$ cat config.mk
export PLATFORM = sky130hd
export DESIGN_NAME = almost_flag_unit
export DESIGN_NICKNAME = d
export VERILOG_FILES = /design/src/rtl/aflag_pkg.sv /design/src/rtl/aflag_loader.sv /design/src/rtl/aflag_cmp.sv /design/src/rtl/almost_flag_unit.sv
export SDC_FILE = /design/constraint.sdc
export NUM_CORES = 1
export LEC_CHECK = 0
export ABC_AREA = 1
export BUFFER_PORTS_ARGS = -buffer_cell sky130_fd_sc_hd__buf_2
export CAP_MARGIN = 10
export CORE_AREA = 5 5 122 124
export DETAILED_ROUTE_END_ITERATION = 10
export DIE_AREA = 0 0 127 129
export HOLD_SLACK_MARGIN = 0.08
export PLACE_DENSITY = 0.71
export SETUP_SLACK_MARGIN = 0.3
export SLEW_MARGIN = 15
export SYNTH_ARGS = -nofsm -noshare
export SYNTH_HDL_FRONTEND = slang
export SYNTH_HIERARCHICAL = 1
export SYNTH_SLANG_ARGS = --single-unit
$ cat constraint.sdc
create_clock -name clk -period 5.55 [get_ports clk]
set_input_delay 0.8325 -clock clk [delete_from_list [all_inputs] [get_ports clk]]
set_output_delay 0.8325 -clock clk [all_outputs]
set_load 0.005 [all_outputs]
$ cat src/rtl/aflag_pkg.sv
package aflag_pkg;

    typedef enum logic [2:0] {
        ST_HOLD,
        ST_SHIFT,
        ST_PY1,
        ST_PX1,
        ST_PY2,
        ST_PX2
    } load_state_t;

    // Sequencer entry state for a given mode select.
    function automatic load_state_t entry_state(input logic [2:0] sel);
        case (sel)
            3'd0:       return ST_SHIFT;
            3'd1, 3'd7: return ST_PY1;
            default:    return ST_HOLD;
        endcase
    endfunction

    // Threshold applied at master reset; zero for serial and parallel modes.
    function automatic int unsigned preset_value(input logic [2:0] sel);
        case (sel)
            3'd2:    return 8;
            3'd3:    return 16;
            3'd4:    return 64;
            3'd5:    return 256;
            3'd6:    return 1024;
            default: return 0;
        endcase
    endfunction

endpackage

$ cat src/rtl/aflag_loader.sv
module aflag_loader
    import aflag_pkg::*;
#(
    parameter int OFS_W = 16,
    parameter int PAR_W = 36
) (
    input  logic             clk,
    input  logic             mrst_n,
    input  logic [2:0]       cfg_sel,
    input  logic             ser_en_n,
    input  logic             ser_bit,
    input  logic             par_load,
    input  logic [PAR_W-1:0] par_data,
    output logic [OFS_W-1:0] y1_ofs,
    output logic [OFS_W-1:0] x1_ofs,
    output logic [OFS_W-1:0] y2_ofs,
    output logic [OFS_W-1:0] x2_ofs
);
    localparam int CHAIN_W = 4 * OFS_W;
    localparam int CNT_W   = $clog2(CHAIN_W + 1);

    load_state_t         state_q, state_d;
    logic [CHAIN_W-1:0]  chain_q;
    logic [CNT_W-1:0]    cnt_q;
    logic [1:0]          par_slot;
    logic                par_active;
    logic [OFS_W-1:0]    preset_w;
    logic                unused_par_hi;

    assign preset_w      = OFS_W'(preset_value(cfg_sel));
    assign unused_par_hi = ^par_data;

    // State register
    always_ff @(posedge clk) begin
        if (!mrst_n) state_q <= entry_state(cfg_sel);
        else         state_q <= state_d;
    end

    // Next-state logic
    always_comb begin
        state_d = state_q;
        unique case (state_q)
            ST_HOLD:  state_d = ST_HOLD;
            ST_SHIFT: if (!ser_en_n && cnt_q == CNT_W'(CHAIN_W - 1)) state_d = ST_HOLD;
            ST_PY1:   if (par_load) state_d = ST_PX1;
            ST_PX1:   if (par_load) state_d = ST_PY2;
            ST_PY2:   if (par_load) state_d = ST_PX2;
            ST_PX2:   if (par_load) state_d = ST_HOLD;
            default:  state_d = ST_HOLD;
        endcase
    end

    // Parallel target slot: Y1 is the top slice of the chain, X2 the bottom.
    always_comb begin
        par_slot   = 2'd0;
        par_active = 1'b1;
        unique case (state_q)
            ST_PY1:  par_slot = 2'd3;
            ST_PX1:  par_slot = 2'd2;
            ST_PY2:  par_slot = 2'd1;
            ST_PX2:  par_slot = 2'd0;
            default: par_active = 1'b0;
        endcase
    end

    // Output datapath: threshold chain and serial bit counter
    always_ff @(posedge clk) begin
        if (!mrst_n) begin
            chain_q <= {4{preset_w}};
            cnt_q   <= '0;
        end else if (state_q == ST_SHIFT && !ser_en_n) begin
            chain_q <= {chain_q[CHAIN_W-2:0], ser_bit};
            cnt_q   <= cnt_q + CNT_W'(1);
        end else if (par_active && par_load) begin
            chain_q[int'(par_slot) * OFS_W +: OFS_W] <= par_data[OFS_W-1:0];
        end
    end

    assign y1_ofs = chain_q[3*OFS_W +: OFS_W];
    assign x1_ofs = chain_q[2*OFS_W +: OFS_W];
    assign y2_ofs = chain_q[1*OFS_W +: OFS_W];
    assign x2_ofs = chain_q[0*OFS_W +: OFS_W];

    // the frozen state is never left and the thresholds stay put there
    a_r5_hold_sticks: assert property (@(posedge clk) disable iff (!mrst_n)
        state_q == ST_HOLD |=> state_q == ST_HOLD);
    a_r7_hold_stable: assert property (@(posedge clk) disable iff (!mrst_n)
        state_q == ST_HOLD |=> $stable(chain_q));
    // an accepted serial bit appears at the chain tail
    a_r4_bit_enters: assert property (@(posedge clk) disable iff (!mrst_n)
        (state_q == ST_SHIFT && !ser_en_n) |=> chain_q[0] == $past(ser_bit));
    a_r5_cnt_bound: assert property (@(posedge clk) disable iff (!mrst_n)
        cnt_q <= CNT_W'(CHAIN_W));
    // parallel strobes step through the registers in order
    a_r6_par_step: assert property (@(posedge clk) disable iff (!mrst_n)
        (state_q == ST_PY1 && par_load) |=> state_q == ST_PX1);

endmodule

$ cat src/rtl/aflag_cmp.sv
module aflag_cmp #(
    parameter int OFS_W = 16,
    parameter int LVL_W = 17
) (
    input  logic             clk,
    input  logic             mrst_n,
    input  logic             prst_n,
    input  logic [LVL_W-1:0] used_lvl,
    input  logic [LVL_W-1:0] free_lvl,
    input  logic [OFS_W-1:0] x_ofs,
    input  logic [OFS_W-1:0] y_ofs,
    output logic             ae_n,
    output logic             af_n
);
    logic [LVL_W-1:0] x_ext, y_ext;

    assign x_ext = LVL_W'(x_ofs);
    assign y_ext = LVL_W'(y_ofs);

    always_ff @(posedge clk) begin
        if (!mrst_n || !prst_n) begin
            ae_n <= 1'b1;
            af_n <= 1'b1;
        end else begin
            ae_n <= !(used_lvl <= x_ext);
            af_n <= !(free_lvl <= y_ext);
        end
    end

    // partial reset forces both flags inactive
    a_r8_prst_high: assert property (@(posedge clk) disable iff (!mrst_n)
        !prst_n |=> (ae_n && af_n));
    // a level at or below X drives almost-empty low one clock later
    a_r1_ae_low: assert property (@(posedge clk) disable iff (!mrst_n || !prst_n)
        (used_lvl <= x_ext) |=> !ae_n);
    // a free count above Y keeps almost-full high one clock later
    a_r2_af_high: assert property (@(posedge clk) disable iff (!mrst_n || !prst_n)
        (free_lvl > y_ext) |=> af_n);

endmodule

$ cat src/rtl/almost_flag_unit.sv
module almost_flag_unit #(
    parameter int OFS_W = 16,
    parameter int LVL_W = OFS_W + 1,
    parameter int PAR_W = 36
) (
    input  logic             clk,
    input  logic             mrst_n,
    input  logic             prst_n,
    input  logic [2:0]       cfg_sel,
    input  logic             ser_en_n,
    input  logic             ser_bit,
    input  logic             par_load,
    input  logic [PAR_W-1:0] par_data,
    input  logic [LVL_W-1:0] fill1,
    input  logic [LVL_W-1:0] free1,
    input  logic [LVL_W-1:0] fill2,
    input  logic [LVL_W-1:0] free2,
    output logic             ae1_n,
    output logic             af1_n,
    output logic             ae2_n,
    output logic             af2_n
);
    localparam int NDIR = 2;

    logic [OFS_W-1:0] y1_ofs, x1_ofs, y2_ofs, x2_ofs;
    logic [OFS_W-1:0] x_arr [NDIR];
    logic [OFS_W-1:0] y_arr [NDIR];
    logic [LVL_W-1:0] used_arr [NDIR];
    logic [LVL_W-1:0] free_arr [NDIR];
    logic [NDIR-1:0]  ae_arr, af_arr;

    aflag_loader #(.OFS_W(OFS_W), .PAR_W(PAR_W)) u_load (
        .clk      (clk),
        .mrst_n   (mrst_n),
        .cfg_sel  (cfg_sel),
        .ser_en_n (ser_en_n),
        .ser_bit  (ser_bit),
        .par_load (par_load),
        .par_data (par_data),
        .y1_ofs   (y1_ofs),
        .x1_ofs   (x1_ofs),
        .y2_ofs   (y2_ofs),
        .x2_ofs   (x2_ofs)
    );

    assign x_arr[0]    = x1_ofs;
    assign y_arr[0]    = y1_ofs;
    assign x_arr[1]    = x2_ofs;
    assign y_arr[1]    = y2_ofs;
    assign used_arr[0] = fill1;
    assign free_arr[0] = free1;
    assign used_arr[1] = fill2;
    assign free_arr[1] = free2;

    for (genvar g = 0; g < NDIR; g++) begin : g_dir
        aflag_cmp #(.OFS_W(OFS_W), .LVL_W(LVL_W)) u_cmp (
            .clk      (clk),
            .mrst_n   (mrst_n),
            .prst_n   (prst_n),
            .used_lvl (used_arr[g]),
            .free_lvl (free_arr[g]),
            .x_ofs    (x_arr[g]),
            .y_ofs    (y_arr[g]),
            .ae_n     (ae_arr[g]),
            .af_n     (af_arr[g])
        );
    end

    assign ae1_n = ae_arr[0];
    assign af1_n = af_arr[0];
    assign ae2_n = ae_arr[1];
    assign af2_n = af_arr[1];

endmodule

Word level (Yosys, flattened, before mapping). Index checks and enable logic that the tools add are counted.

Add/subtract/negate cells: 2. Magnitude comparators: 4. Equality and inequality tests: 19. Shifts and indexed selects: 2. Muxes and demuxes: 15. Reductions and logical operators: 15.

Operators with widths (number): two-way mux 64 bit (3); <= comparator 17 x 16 -> 1 bit (4); bitwise mux 64 bit (1); variable shift 16 x 33 -> 64 bit, first input constant (1); indexed part select 16 x 33 -> 64 bit (1); case mux 11 bit (5 select lines) (1); negator 6 -> 33 bit (1); equality test 3 bit, second input constant (6); two-way mux 3 bit (6); case mux 3 bit (5 select lines) (1); equality test 3 x 2 -> 1 bit, second input constant (4); inequality test 3 bit, second input constant (4); adder 7 x 1 -> 7 bit, second input constant (1); equality test 7 x 6 -> 1 bit, second input constant (1); logical NOT 1 bit (7); equality test 3 x 1 -> 1 bit, second input constant (2); case mux 2 bit (3 select lines) (1); AND reduction 5 bit (1); case mux 2 bit (2 select lines) (1); OR reduction 4 bit (1); logical AND 1 bit (3); logical NOT 3 bit (1); inequality test 3 x 1 -> 1 bit, second input constant (1); inequality test 3 x 2 -> 1 bit, second input constant (1); 3 further kinds (3).

Bits in registers: 78. Input bits: 113. Output and inout bits: 4. Word-level logic and storage cells: 64.

Longest topological paths before layout.
Word-level depth: 8. Mapped depth: 12. Mapped depth without buffers: 12.

Cells and area by module. The synthesis kept the hierarchy.

By module, submodules not included: aflag_loader (instances 1, cells each 642, area an instance 4604.4 sq um, seq. area each 2152.1 sq um); aflag_cmp (g_dir[0].u_cmp) (instances 1, cells each 178, area an instance 1043.5 sq um, seq. area each 40.0 sq um); aflag_cmp (g_dir[1].u_cmp) (instances 1, cells each 173, area an instance 1009.7 sq um, seq. area each 40.0 sq um).

Least setup slack after synthesis. Ideal clock, no wire load.

Kind: input to register. Start point: input port ser_en_n. End point: register u_load.chain_q[0], enable pin. Setup time: 0.402 ns. Data arrival time: 2.423 ns. Required time: 5.148 ns. Setup slack: 2.725 ns. Stages: 6. Path buffers: 1. Cells stage by stage: inv_1 -> nand3_2 -> nand2_1 -> inv_2 -> buf_2 -> nand2_1.

Word-level cells in the longest chain between the ends: 3.

RTL lines: from (decl) (line almost_flag_unit.sv:10) `input logic ser_en_n,`; logical NOT 1 bit (line aflag_loader.sv:71) `end else if (state_q == ST_SHIFT && !ser_en_n) begin`; logical AND 1 bit (line aflag_loader.sv:71); inequality test 3 x 1 -> 1 bit (no source line); to (signal assigned) (line aflag_loader.sv:69) `chain_q <= {4{preset_w}};`; to (signal assigned) (line aflag_loader.sv:72) `chain_q <= {chain_q[CHAIN_W-2:0], ser_bit};`; to (signal, indexed assignment) (line aflag_loader.sv:75) `chain_q[int'(par_slot) * OFS_W +: OFS_W] <= par_data[OFS_W-1:0];`; to (decl) (line aflag_loader.sv:23) `logic [CHAIN_W-1:0] chain_q;`.

Every way passes these cells. A chain may end at the register's enable or synchronous reset.

Final worst setup path.
Start point: register u_load.state_q[1]. End point: register u_load.chain_q[5], data pin.

Word-level cells in the longest chain between the ends: 8. Elaborated cells on any way between the ends: 13. Those cells by class: 1 x add/sub; 4 x eq/ne; 2 x shift; 5 x mux; 1 x reduce/logical.

RTL lines: from (decl) (line aflag_loader.sv:22) `load_state_t state_q, state_d;`; from (signal assigned) (line aflag_loader.sv:35) `if (!mrst_n) state_q <= entry_state(cfg_sel);`; from (signal assigned) (line aflag_loader.sv:36) `else state_q <= state_d;`; equality test 3 bit or equality test 3 x 2 -> 1 bit (tied branches) (line aflag_loader.sv:57) `unique case (state_q)`; case mux 2 bit (3 select lines) (line aflag_loader.sv:57); negator 6 -> 33 bit (line aflag_loader.sv:75); indexed part select 16 x 33 -> 64 bit or variable shift 16 x 33 -> 64 bit (tied branches) (line aflag_loader.sv:75); bitwise mux 64 bit (line aflag_loader.sv:75); two-way mux 64 bit (line aflag_loader.sv:74) `end else if (par_active && par_load) begin`; two-way mux 64 bit * (line aflag_loader.sv:71); two-way mux 64 bit * (line aflag_loader.sv:68) `if (!mrst_n) begin`.

Every way passes the cells marked *; elsewhere a longest branch is shown, timed or not. The select of a mux whose other input is x is not followed.

==> results.md <==
| Quantity | This run |
| --- | --- |
| Startpoint of the most critical register-to-register path | u_load/state_q[1] |
| Post-route DRC | 0 |
| Static leakage | 0.00391 uW |
| Worst hold path startpoint | u_load/cnt_q[1] |
| End of the worst hold path | u_load/cnt_q[1] |
| Ports | 117 |
| Internal power | 1840 uW |
| Outcome | finished clean |
| Combinational power share | 47.9% |
| HPWL reported at the end of detailed placement | 12700 um |
| Iteration-0 DRC count of the detailed router | 495 |
| Most common cell after layout, fill and taps aside | nand2_1 |
| Worst ir drop on vdd | 0.000197 V |
| Relative slew slack | 29.4% |
| GPL Wtd Cong | 0.887 |
| Horizontal die dimension | 127 um |
| Data arrival at the endpoint of the critical path | 3.24 ns |
| Die outline area | 0.0164 mm2 |
| Sequential power share | 33.2% |
| Maximum operating frequency | 327 MHz |
| Number of nets still failing antenna checks after routing | 0 |
| Number of levels in the clock H-tree | 3 |
| Setup tns final | 0 ns |
| Buffer levels on the longest clock path | 2 |
| Core region area | 0.0137 mm2 |
| Remaining global-route overflow | 0 |
| Number of sinks handled by clock tree synthesis | 78 |
| Net Sw Frac | 44.1% |
| Height of the die | 129 um |
| Element type at the critical path start | flop |
| Inserted Clock Buffers | 9 |
| Number of iterations in the first detailed-routing pass | 5 |
| Std-Cell Rows | 43 |
| Capture instance of the worst register-to-register path | u_load/chain_q[5] |
| Layout overhead on the synthesized area | 13.4% |
| Number of diodes | 0 |
| Dominant combinational cell family by area after synthesis | simple AND/OR/NAND/NOR gates |
| Register-to-register setup slack | 2.49 ns |
| Number of cell instances on the worst register-to-register path | 9 |
| Clock network fraction of design power | 18.9% |
| CTS tree | built |
| Power consumption | 3290 uW |
| Cell area reported after detailed placement | 0.00724 mm2 |
| Area share of and/or/nand/nor cells after synthesis | 32.3% |
| Avg Vias per Cell | 4.94 |
| Cell seen most often among critical-path stages | nand2_1 |
| Setup repair after global routing missed its margin | no |
| Cell area after layout | 0.00755 mm2 |
| Final setup vio count | 0 |
| Post-synthesis sequential element count | 78 |
| Type of the setup path with the least slack | reg2reg |
| Number of I/O port buffers | 96 |
| Post-synthesis sequential area ratio | 33.5% |
| Global-route wire length before repair | 27500 um |
| Transition time at the pin with the least slew margin | 1.06 ns |
| Max stage delay cell, worst path | ha_1 |
| Sw power | 1450 uW |
| Mean cell area of the mapped netlist | 6.70 um2 |
| Antenna violations before repair | 0 |
| Synthesis warning total | 6 |
| Distinct cells, synth | 30 |
| Layout cell share with drive strength beyond 1 | 13.3% |
| Total vias in the final route | 6213 |
| Area fraction in compound gates after synthesis | 7.63% |
| Register clock-pin slew on the reported worst setup and hold paths | 0.06 ns |
| Overall global routing resource usage | 20.7% |
| Number of gates resized after cts | 0 |
| Pin count of the biggest net entering global routing | 53 |
| Number of placed cells counting well taps | 1241 |
| Starting Density | 48.7% |
| Cells after Synth | 993 |
| CTS hold repair buffers | 0 |
| Min-Delay Path Class | reg2reg |
| Number of nets at the end of the flow | 1256 |
| Most frequent cells in the layout | nand2_1 (233), nor2_1 (193), inv_1 (184) |
| Detail-routed net length per standard cell | 13.5 um |
| Stage delay of the slowest cell on the critical path | 0.59 ns |
| Setup slack of the critical path after layout | 2.49 ns |
| Number of global-route vias before repair | 5689 |
| Max-slew violation count | 0 |
| Final period util | 55.1% |
| Hold Path Cell Cnt | 2 |
| Mapped Area | 0.00666 mm2 |
| # Post-CTS Setup Buffers | 0 |
| Worst-case clock skew | 0.00623 ns |
| Worst-skew pair later-pin latency | 0.33 ns |
| Share of the synthesized netlist area taken by xor and xnor gates | 0.132% |
| Setup slack at placement | 2.24 ns |
| Cell chain of the critical path | nand2_1 > nand2_1 > nand2_1 > ha_1 > inv_1 > or2_2 > nor2_4 > nand2_1 > a21oi_1 |
| Max Fanout on Critical Path | 16 |
| Type of element capturing the critical path | flop |
| Synthesized-area fraction occupied by adder cells | 13.3% |
| Final Hold Fails | 0 |
| Number of standard cells in the final layout excluding fillers | 1257 |
| Number of max-capacitance violations reported | 0 |
| Root buffer cell | clkbuf_16 |
| Total Wirelength | 17000 um |
| Mux share of post-synthesis cell area | 0% |
| Power per standard cell area | 436 mW/mm2 |
| Synthesized Nets | 1177 |
| Data required time of the worst path | 5.73 ns |
| Post-layout minimum cycle time | 3.06 ns |
-- registers in the layout (all words and copies together), names as in the netlist --
register	cells
u_load/chain_q	64
u_load/state_q	3
g_dir.u_cmp/ae_n	2
g_dir.u_cmp/af_n	2
u_load/cnt_q	7
-- per-stage QoR --
| stage | hold WS [ns] | util (%) |
|---|---|---|
| 3_3_place_gp | 0.454 | 53.0 |
| 6_report | 0.474 | 55.2 |
| 4_1_cts | 0.473 | 55.2 |
| 5_1_grt | 0.495 | 55.2 |
| 3_5_place_dp | 0.465 | 53.0 |
| 2_1_floorplan | 0.437 | - |
-- power by group through the flow --
stage                     combinational [uW]  sequential (uW)  clock [uW]
after detailed placement                1550             1100           0
after CTS                               1570             1090         633
after floorplan                         1240             1030           0
final                                   1570             1090         622
after global placement                  1520             1100           0
after global routing                    1810             1110         660
-- cells in the mapped netlist --
cell,count,area (um2)
nor2_2,9,56.3
o21ai_0,26,130
nand2_1,234,878
inv_1,184,691
nand3b_1,5,37.5
xor2_1,1,8.76
a21oi_1,63,315
edfxtp_1,67,2010
nand2_2,4,25.0
nand3_1,57,285
clkbuf_1,16,60.1
nand3_2,3,30.0
o21ai_1,5,25.0
nand4_1,6,37.5
nor3_1,2,10.0
a21o_1,2,15.0
clkbuf_2,1,5.00
inv_2,7,26.3
buf_2,11,55.1
nor2_4,3,33.8
buf_4,3,22.5
dfxtp_1,11,220
or2_2,4,25.0
buf_6,1,11.3
ha_1,71,888
o22ai_1,1,6.26
o221ai_1,1,8.76
and3_1,1,6.26
o21a_1,1,7.51
nor2_1,193,724
-- area by class of cell --
| class | instances | area [um2] |
|---|---|---|
| Clock inverter | 6 | 76.3 |
| Tap cell | 180 | 225 |
| Inverter | 191 | 717 |
| Fill cell | 1344 | 6120 |
| Timing Repair Buffer | 100 | 510 |
| Sequential cell | 78 | 2230 |
| Clock buffer | 10 | 229 |
| Multi-Input combinational cell | 692 | 3560 |
-- cell families after synthesis --
logic type,count (synthesis)
adder cells (fa/ha/maj),71
buffers and inverters,223
AO/OA/AOI/OAI,99
AND/OR/NAND/NOR,521
XOR/XNOR,1
flip-flops,78
-- routing by layer --
metal	up-vias	wire length (um)	GRT usage, %
met3	17	1340	4.19
li1	3254	-	-
met4	0	229	4.61
met2	215	7730	33.5
met1	2727	7670	28.8
met5	-	0	0
-- worst max-delay path by stage --
| stage | startpoint | end | slack [ns] | depth (start not counted) |
|---|---|---|---|---|
| finish | u_load/state_q[1] | u_load/chain_q[5] | 2.49 | 9 |
| CTS | u_load/state_q[1] | u_load/chain_q[5] | 2.55 | 9 |
| detailed placement | ser_en_n | u_load/chain_q[40] | 2.24 | 8 |
| global placement | ser_en_n | u_load/chain_q[4] | 2.28 | 8 |
| global route | u_load/state_q[1] | u_load/chain_q[11] | 2.27 | 10 |
| floorplan | ser_en_n | u_load/chain_q[0] | 2.73 | 6 |
-- critical path: cells and delay by family (launching register included) --
kind / cells / cell delay, ns
buffers and inverters: 1 / 0.17
AND/OR/NAND/NOR: 6 / 1.51
adder cells (fa/ha/maj): 1 / 0.59
AO/OA/AOI/OAI: 1 / 0.15
flip-flops: 1 / 0.50
Power figures use the tool's default switching activity.
